**config.mk**
```make
export PLATFORM = sky130hd
export DESIGN_NAME = clkgen_cfg_slave
export DESIGN_NICKNAME = d
export VERILOG_FILES = /design/src/rtl/clkcfg_pkg.sv /design/src/rtl/twowire_sync_detect.sv /design/src/rtl/twowire_byte_rx.sv /design/src/rtl/clkcfg_regbank.sv /design/src/rtl/clkgen_cfg_slave.sv
export SDC_FILE = /design/constraint.sdc
export NUM_CORES = 1
export LEC_CHECK = 0
export BUFFER_PORTS_ARGS = -buffer_cell sky130_fd_sc_hd__clkbuf_2
export CELL_PAD_IN_SITES_DETAIL_PLACEMENT = 1
export CELL_PAD_IN_SITES_GLOBAL_PLACEMENT = 1
export CORE_ASPECT_RATIO = 0.5
export CORE_MARGIN = 10
export CORE_UTILIZATION = 45
export DETAILED_ROUTE_END_ITERATION = 6
export GPL_TIMING_DRIVEN = 0
export PLACE_DENSITY_LB_ADDON = 0.3
export SYNTH_ARGS = -nofsm -noshare
export SYNTH_HDL_FRONTEND = slang
export SYNTH_HIERARCHICAL = 1
export SYNTH_SLANG_ARGS = --single-unit
```
**constraint.sdc**
```tcl
create_clock -name clk_i -period 2.4 [get_ports clk_i]
set_clock_uncertainty 0.05 [all_clocks]
set_input_delay 0.48 -clock clk_i [delete_from_list [all_inputs] [get_ports clk_i]]
set_output_delay 0.48 -clock clk_i [all_outputs]
set_load 0.1 [all_outputs]
```
**src/rtl/clkcfg_pkg.sv**
```systemverilog
`timescale 1ns/1ps
package clkcfg_pkg;
  typedef enum logic [2:0] {
    RX_IDLE, RX_ADDR, RX_CMD, RX_CNT, RX_DATA, RX_SKIP
  } rx_state_e;

  // acknowledge phase: armed -> driving -> ninth pulse seen
  typedef enum logic [1:0] {
    ACK_NONE, ACK_ARM, ACK_LOW, ACK_HELD
  } ack_state_e;

  typedef enum logic [1:0] {
    MODE_NORMAL = 2'b00,
    MODE_RSVD   = 2'b01,
    MODE_SPREAD = 2'b10,
    MODE_HIZ    = 2'b11
  } mode_e;

  localparam logic [7:0] CTL0_MASK = 8'h7F;
  localparam logic [7:0] CTL1_MASK = 8'h0F;
  localparam logic [7:0] CTL2_MASK = 8'h60;
  localparam logic [7:0] CTL0_RST  = 8'h00;
  localparam logic [7:0] CTL1_RST  = 8'h0F;
  localparam logic [7:0] CTL2_RST  = 8'h60;

  localparam int unsigned SRC_BIT = 3;
  localparam int unsigned SEL_HI_BIT = 2;
endpackage

```
**src/rtl/twowire_sync_detect.sv**
```systemverilog
`timescale 1ns/1ps
module twowire_sync_detect #(
  parameter int unsigned STAGES = 2
) (
  input  logic clk_i,
  input  logic rst_ni,
  input  logic scl_i,
  input  logic sda_i,
  output logic scl_o,
  output logic sda_o,
  output logic scl_rise_o,
  output logic scl_fall_o,
  output logic start_o,
  output logic stop_o
);
  logic [STAGES-1:0] scl_sr, sda_sr;
  logic scl_q, sda_q;

  always_ff @(posedge clk_i or negedge rst_ni) begin
    if (!rst_ni) begin
      scl_sr <= '1;
      sda_sr <= '1;
      scl_q  <= 1'b1;
      sda_q  <= 1'b1;
    end else begin
      scl_sr <= {scl_sr[STAGES-2:0], scl_i};
      sda_sr <= {sda_sr[STAGES-2:0], sda_i};
      scl_q  <= scl_sr[STAGES-1];
      sda_q  <= sda_sr[STAGES-1];
    end
  end

  assign scl_o      = scl_sr[STAGES-1];
  assign sda_o      = sda_sr[STAGES-1];
  assign scl_rise_o = scl_o & ~scl_q;
  assign scl_fall_o = ~scl_o & scl_q;
  // SDA edge while SCL is high on both samples
  assign start_o    = scl_o & scl_q & sda_q & ~sda_o;
  assign stop_o     = scl_o & scl_q & ~sda_q & sda_o;
endmodule

```
**src/rtl/twowire_byte_rx.sv**
```systemverilog
`timescale 1ns/1ps
module twowire_byte_rx
  import clkcfg_pkg::*;
#(
  parameter logic [7:0]  DEV_ADDR     = 8'hD2,
  parameter int unsigned DATA_BYTES   = 8,
  parameter int unsigned STORED_BYTES = 6,
  parameter int unsigned IDX_W        = 3
) (
  input  logic             clk_i,
  input  logic             rst_ni,
  input  logic             scl_i,
  input  logic             sda_i,
  input  logic             scl_rise_i,
  input  logic             scl_fall_i,
  input  logic             start_i,
  input  logic             stop_i,
  output logic             sda_oe_o,
  output logic             wr_en_o,
  output logic [IDX_W-1:0] wr_idx_o,
  output logic [7:0]       wr_data_o
);
  localparam int unsigned CNT_W = $clog2(DATA_BYTES + 1);

  rx_state_e        state_q;
  ack_state_e       ack_q;
  logic [2:0]       bit_cnt_q;
  logic [7:0]       shreg_q;
  logic [CNT_W-1:0] data_idx_q;
  logic [7:0]       byte_next;
  logic             rx_active;

  assign byte_next = {shreg_q[6:0], sda_i};
  assign rx_active = (state_q != RX_IDLE) && (state_q != RX_SKIP);

  always_ff @(posedge clk_i or negedge rst_ni) begin
    if (!rst_ni) begin
      state_q    <= RX_IDLE;
      ack_q      <= ACK_NONE;
      bit_cnt_q  <= '0;
      shreg_q    <= '0;
      data_idx_q <= '0;
      sda_oe_o   <= 1'b0;
      wr_en_o    <= 1'b0;
      wr_idx_o   <= '0;
      wr_data_o  <= '0;
    end else begin
      wr_en_o <= 1'b0;
      if (start_i) begin
        state_q    <= RX_ADDR;
        ack_q      <= ACK_NONE;
        bit_cnt_q  <= '0;
        data_idx_q <= '0;
        sda_oe_o   <= 1'b0;
      end else if (stop_i) begin
        state_q   <= RX_IDLE;
        ack_q     <= ACK_NONE;
        bit_cnt_q <= '0;
        sda_oe_o  <= 1'b0;
      end else if (rx_active) begin
        unique case (ack_q)
          ACK_NONE: if (scl_rise_i) begin
            shreg_q   <= byte_next;
            bit_cnt_q <= bit_cnt_q + 3'd1;
            if (bit_cnt_q == 3'd7) begin
              if (state_q == RX_ADDR && byte_next != DEV_ADDR) begin
                state_q <= RX_SKIP;
              end else begin
                ack_q <= ACK_ARM;
                if (state_q == RX_DATA && int'(data_idx_q) < STORED_BYTES) begin
                  wr_en_o   <= 1'b1;
                  wr_idx_o  <= IDX_W'(data_idx_q);
                  wr_data_o <= byte_next;
                end
              end
            end
          end
          ACK_ARM: if (scl_fall_i) begin
            sda_oe_o <= 1'b1;
            ack_q    <= ACK_LOW;
          end
          ACK_LOW: if (scl_rise_i) ack_q <= ACK_HELD;
          ACK_HELD: if (scl_fall_i) begin
            sda_oe_o  <= 1'b0;
            ack_q     <= ACK_NONE;
            bit_cnt_q <= '0;
            unique case (state_q)
              RX_ADDR: state_q <= RX_CMD;
              RX_CMD:  state_q <= RX_CNT;
              RX_CNT:  state_q <= RX_DATA;
              default: if (int'(data_idx_q) < DATA_BYTES) data_idx_q <= data_idx_q + 1'b1;
            endcase
          end
          default: ack_q <= ACK_NONE;
        endcase
      end
    end
  end

  assert_skip_no_ack_R1: assert property (@(posedge clk_i) disable iff (!rst_ni)
    (state_q == RX_SKIP) |-> !sda_oe_o);

  assert_ack_steady_scl_high_R3: assert property (@(posedge clk_i) disable iff (!rst_ni)
    (scl_i && $past(scl_i) && !start_i && !stop_i) |-> $stable(sda_oe_o));

  assert_write_in_range_R4: assert property (@(posedge clk_i) disable iff (!rst_ni)
    wr_en_o |-> (int'(wr_idx_o) < STORED_BYTES));

  assert_write_after_rise_R2: assert property (@(posedge clk_i) disable iff (!rst_ni)
    wr_en_o |-> $past(scl_rise_i));

  assert_stop_releases_R11: assert property (@(posedge clk_i) disable iff (!rst_ni)
    stop_i |=> !sda_oe_o);
endmodule

```
**src/rtl/clkcfg_regbank.sv**
```systemverilog
`timescale 1ns/1ps
module clkcfg_regbank #(
  parameter int unsigned STORED_BYTES = 6,
  parameter int unsigned IDX_W        = 3,
  parameter logic [STORED_BYTES*8-1:0] RST_VAL = '0,
  parameter logic [STORED_BYTES*8-1:0] WR_MASK = '1
) (
  input  logic                         clk_i,
  input  logic                         rst_ni,
  input  logic                         wr_en_i,
  input  logic [IDX_W-1:0]             wr_idx_i,
  input  logic [7:0]                   wr_data_i,
  output logic [STORED_BYTES-1:0][7:0] regs_o
);
  for (genvar g = 0; g < STORED_BYTES; g++) begin : g_byte
    always_ff @(posedge clk_i or negedge rst_ni) begin
      if (!rst_ni)
        regs_o[g] <= RST_VAL[g*8 +: 8] & WR_MASK[g*8 +: 8];
      else if (wr_en_i && wr_idx_i == IDX_W'(g))
        regs_o[g] <= wr_data_i & WR_MASK[g*8 +: 8];
    end
  end

  assert_hold_without_write_R4: assert property (@(posedge clk_i) disable iff (!rst_ni)
    !wr_en_i |=> $stable(regs_o));

  assert_reserved_zero_R9: assert property (@(posedge clk_i) disable iff (!rst_ni)
    (regs_o & ~WR_MASK) == '0);
endmodule

```
**src/rtl/clkgen_cfg_slave.sv**
```systemverilog
`timescale 1ns/1ps
module clkgen_cfg_slave
  import clkcfg_pkg::*;
#(
  parameter logic [7:0]  DEV_ADDR     = 8'hD2,
  parameter int unsigned SYNC_STAGES  = 2,
  parameter int unsigned DATA_BYTES   = 8,
  parameter int unsigned STORED_BYTES = 6   // at least 4
) (
  input  logic       clk_i,
  input  logic       rst_ni,
  input  logic       scl_i,
  input  logic       sda_i,
  output logic       sda_oe_o,
  input  logic [3:0] fs_pins_i,
  output logic [3:0] freq_sel_o,
  output logic       freq_src_o,
  output logic [1:0] mode_o,
  output logic       spread_en_o,
  output logic       outputs_hiz_o,
  output logic [5:0] clk_en_o
);
  localparam int unsigned IDX_W = (STORED_BYTES > 1) ? $clog2(STORED_BYTES) : 1;
  localparam int unsigned BANK_W = STORED_BYTES * 8;
  localparam logic [BANK_W-1:0] WR_MASK = BANK_W'({CTL2_MASK, CTL1_MASK, CTL0_MASK});
  localparam logic [BANK_W-1:0] RST_VAL = BANK_W'({CTL2_RST, CTL1_RST, CTL0_RST});

  logic scl_s, sda_s, scl_rise, scl_fall, start_det, stop_det;
  logic wr_en;
  logic [IDX_W-1:0] wr_idx;
  logic [7:0] wr_data;
  logic [STORED_BYTES-1:0][7:0] regs;
  logic [7:0] ctl0, ctl1, ctl2;
  logic [3:0] sel_serial;
  logic unused_bits;

  twowire_sync_detect #(.STAGES(SYNC_STAGES)) u_sync (
    .clk_i, .rst_ni, .scl_i, .sda_i,
    .scl_o(scl_s), .sda_o(sda_s), .scl_rise_o(scl_rise), .scl_fall_o(scl_fall),
    .start_o(start_det), .stop_o(stop_det)
  );

  twowire_byte_rx #(
    .DEV_ADDR(DEV_ADDR), .DATA_BYTES(DATA_BYTES),
    .STORED_BYTES(STORED_BYTES), .IDX_W(IDX_W)
  ) u_rx (
    .clk_i, .rst_ni, .scl_i(scl_s), .sda_i(sda_s),
    .scl_rise_i(scl_rise), .scl_fall_i(scl_fall),
    .start_i(start_det), .stop_i(stop_det),
    .sda_oe_o, .wr_en_o(wr_en), .wr_idx_o(wr_idx), .wr_data_o(wr_data)
  );

  clkcfg_regbank #(
    .STORED_BYTES(STORED_BYTES), .IDX_W(IDX_W),
    .RST_VAL(RST_VAL), .WR_MASK(WR_MASK)
  ) u_bank (
    .clk_i, .rst_ni, .wr_en_i(wr_en), .wr_idx_i(wr_idx), .wr_data_i(wr_data),
    .regs_o(regs)
  );

  assign ctl0 = regs[0];
  assign ctl1 = regs[1];
  assign ctl2 = regs[2];

  // serial code: bit 2 is the top bit, bits 6:4 the rest
  assign sel_serial    = {ctl0[SEL_HI_BIT], ctl0[6:4]};
  assign freq_src_o    = ctl0[SRC_BIT];
  assign freq_sel_o    = freq_src_o ? sel_serial : fs_pins_i;
  assign mode_o        = ctl0[1:0];
  assign spread_en_o   = (mode_e'(mode_o) == MODE_SPREAD);
  assign outputs_hiz_o = (mode_e'(mode_o) == MODE_HIZ);
  assign clk_en_o      = {ctl2[6:5], ctl1[3:0]};

  assign unused_bits = ^{regs[STORED_BYTES-1:3], ctl0[7], ctl1[7:4], ctl2[7], ctl2[4:0]};

  assert_mode_exclusive_R6: assert property (@(posedge clk_i) disable iff (!rst_ni)
    !(spread_en_o && outputs_hiz_o));
endmodule

```
==> impl_metrics.csv <==
group,metric,value,unit
timing,setup_viol,0,
floorplanning,core_area,5420,µm²
layout,areaGrowthSynthToFinish,13.67,%
layout,fin_nets,230,
yosys,syn_nets,199,
detailed_routing,drc,0,
clock_tree,cts_setup_buffers,0,
timing,slew_violations,0,
global_route,track_usage,11.14,%
critical_path,end_kind,"register",
placed_design,hpwlAfterDp,3658,µm
timing,rsz0062_at_grt,"false",
critical_path,cp_slowest_cell,"dfstp_2",
critical_path,critPathMaxFanout,9,
critical_path,worstPathRequired,2.54,ns
floorplanning,die_x,125.4,µm
timing,setup_ws,0.2480,ns
detailed_routing,wl_per_cell,17.91,µm
floorplanning,fp.dieH,72.69,µm
clock_tree,cts-resized-gates,0,
critical_path,crit_type,"register to register",
yosys,syn_area,2499,µm²
placed_design,dpl_worst_slack,0.2277,ns
layout,final_cells,289,
layout,antennaDiodeCount,0,
critical_path,rr_endpoint,"u_rx/wr_data_o[3]",
floorplanning,rows,19,
critical_path,critPathLaunchType,"register",
critical_path,cp_slowest_stage_delay,0.59,ns
power_and_ir_drop,leakage,1.334,nW
layout,fill_cells,582,
global_route,grt_first_pass_wirelength,8418,µm
timing,post-route-period-util,89.67,%
global_route,antenna_found_initial,0,
critical_path,crit_buf_inv,2,
clock_tree,cts_hold_buf,0,
critical_path,cp_top_family,"simple AND/OR/NAND/NOR gates",
critical_path,reg2regPathDepth,7,
yosys,synthCells,184,
critical_path,path_cells,"and4b_1 > buf_6 > nor2_4 > and3_4 > nand4b_2 > buf_6 > mux2_4",
clock_tree,cts_buffers,5,
detailed_routing,drt_iter0_markers,66,
critical_path,r2r_start,"u_sync/sda_sr[1]",
global_route,grt.overflow.total,0,
timing,max_clock_freq,0.4647,GHz
timing,max_slew_margin,55.38,%
detailed_routing,vias_per_cell,5.415,
detailed_routing,ant_nets,0,
timing,period_minus_slack,2.152,ns
timing,tightest_slew,0.6693,ns
power_and_ir_drop,powerDensity,624.7,nW/µm²
global_route,grt_pass1_vias,1685,
floorplanning,ios,24,
clock_tree,clockBufferDepth,2,
critical_path,critPathMostFrequentCell,"buf_6",
status,status,"complete, no violations",
timing,finalSetupTns,0,ns
detailed_routing,drt_wl_total,5177,µm
clock_tree,clkLatencyLatePin,0.30,ns
floorplanning,start_util,46.10,%
placed_design,dp_cells,280,
run,cap_viol_max_count,0,
yosys,avgSynthCellArea,13.58,µm²
critical_path,reg2reg_setup_slack,0.25,ns
critical_path,cp_data_arrival_time,2.30,ns
placed_design,gp_routability_congestion,0.8152,
clock_tree,cts-root-buf,"clkbuf_8",
layout,drive_gt1_share,45.37,%
clock_tree,cts_sinks,50,
detailed_routing,first_pass_iters,4,
clock_tree,path_clk_slew,0.10,ns
clock_tree,htree_levels,2,
detailed_routing,vias,1565,
yosys,yosysWarnings,6,
floorplanning,dieArea,9114,µm²
power_and_ir_drop,peakVddDrop,0.2729,mV
hold_path,hold_class,"primary input to async pin",
timing,hold_viol,0,
clock_tree,cts_tree,"done",
global_route,grt_max_degree,51,
placed_design,io_buffers,23,
[cells in the final DEF (no fill, tap or decap), types with 3 or more instances in the layout]
master / instances
mux2_2: 22
mux2_1: 3
dfstp_2: 12
dfrtp_1: 38
nand4b_1: 3
buf_6: 3
nand2b_1: 3
nor2b_1: 5
inv_1: 8
clkbuf_2: 23
clkbuf_8: 6
nor2_1: 7
mux2_4: 9
ha_1: 7
nand2_1: 5
nand3_1: 3
mux2i_1: 3
[cell type report]
cell class	instances	area, µm²	share of cell area [%]
Clock buffer	6	82.58	2.907
Clock inverter	2	17.52	0.6167
Buffer	7	55.05	1.938
Timing Repair Buffer	24	142.6	5.022
Inverter	8	30.03	1.057
Tap cell	73	91.34	3.216
Sequential cell	50	1266	44.58
Multi-Input combinational cell	119	1155	40.66
[worst register-to-register path, stage by stage, from the launching register on]
cell and delay [ns]:
dfstp_2 0.59, and4b_1 0.21, buf_6 0.14, nor2_4 0.18, and3_4 0.24, nand4b_2 0.14, buf_6 0.20, mux2_4 0.30
[through the flow]
stage | power (W) | hold slack [ns] | util (%) | area, µm²
after floorplan | 0.001166 | 0.1344 | - | 2506
after global placement | 0.001223 | 0.2964 | 50.05 | 2713
after detailed placement | 0.001245 | 0.2984 | 50.05 | 2713
after CTS | 0.001779 | 0.1988 | 51.89 | 2813
after global routing | 0.001875 | 0.1812 | 52.40 | 2840
final | 0.001774 | 0.1430 | 52.40 | 2840
[worst max path at each step]
stage | start | end | slack (ns) | cells past startpoint
after global routing | u_sync/sda_sr[1] | u_rx/wr_data_o[4] | 0.13 | 7
after detailed placement | u_sync/sda_sr[1] | u_rx/wr_idx_o[2] | 0.23 | 7
final | u_sync/sda_sr[1] | u_rx/wr_data_o[3] | 0.25 | 7
after global placement | u_sync/sda_sr[1] | u_rx/wr_data_o[2] | 0.26 | 7
after CTS | u_sync/sda_sr[1] | u_rx/wr_idx_o[2] | 0.21 | 7
after floorplan | u_bank/regs_o[0] | outputs_hiz_o | 0.04 | 1
[registers in the layout (all words and copies together) (netlist names)]
register	count
u_bank/regs_o	13
u_rx/ack_q	2
u_rx/bit_cnt_q	3
u_rx/data_idx_q	4
u_rx/sda_oe_o	1
u_rx/shreg_q	7
u_rx/state_q	3
u_rx/wr_data_o	7
u_rx/wr_en_o	1
u_rx/wr_idx_o	3
u_sync/scl_q	1
u_sync/scl_sr	2
u_sync/sda_q	1
u_sync/sda_sr	2
[report_power, final]
part           switching, W  internal, W  total, W
registers         0.0000749     0.000919  0.000994
clock network      0.000290     0.000238  0.000528
logic              0.000139     0.000114  0.000253
total              0.000504      0.00127   0.00177
[routing by layer]
| metal | GRT usage (%) | routed length (µm) | vias to the layer above |
|---|---|---|---|
| met4 | 3.046 | 53 | 0 |
| met1 | 13.24 | 2308 | 801 |
| met5 | 0 | 0 | - |
| met2 | 19.84 | 2652 | 22 |
| met3 | 2.828 | 163 | 4 |
| li1 | - | - | 738 |
(Power assumes the default switching activity.)
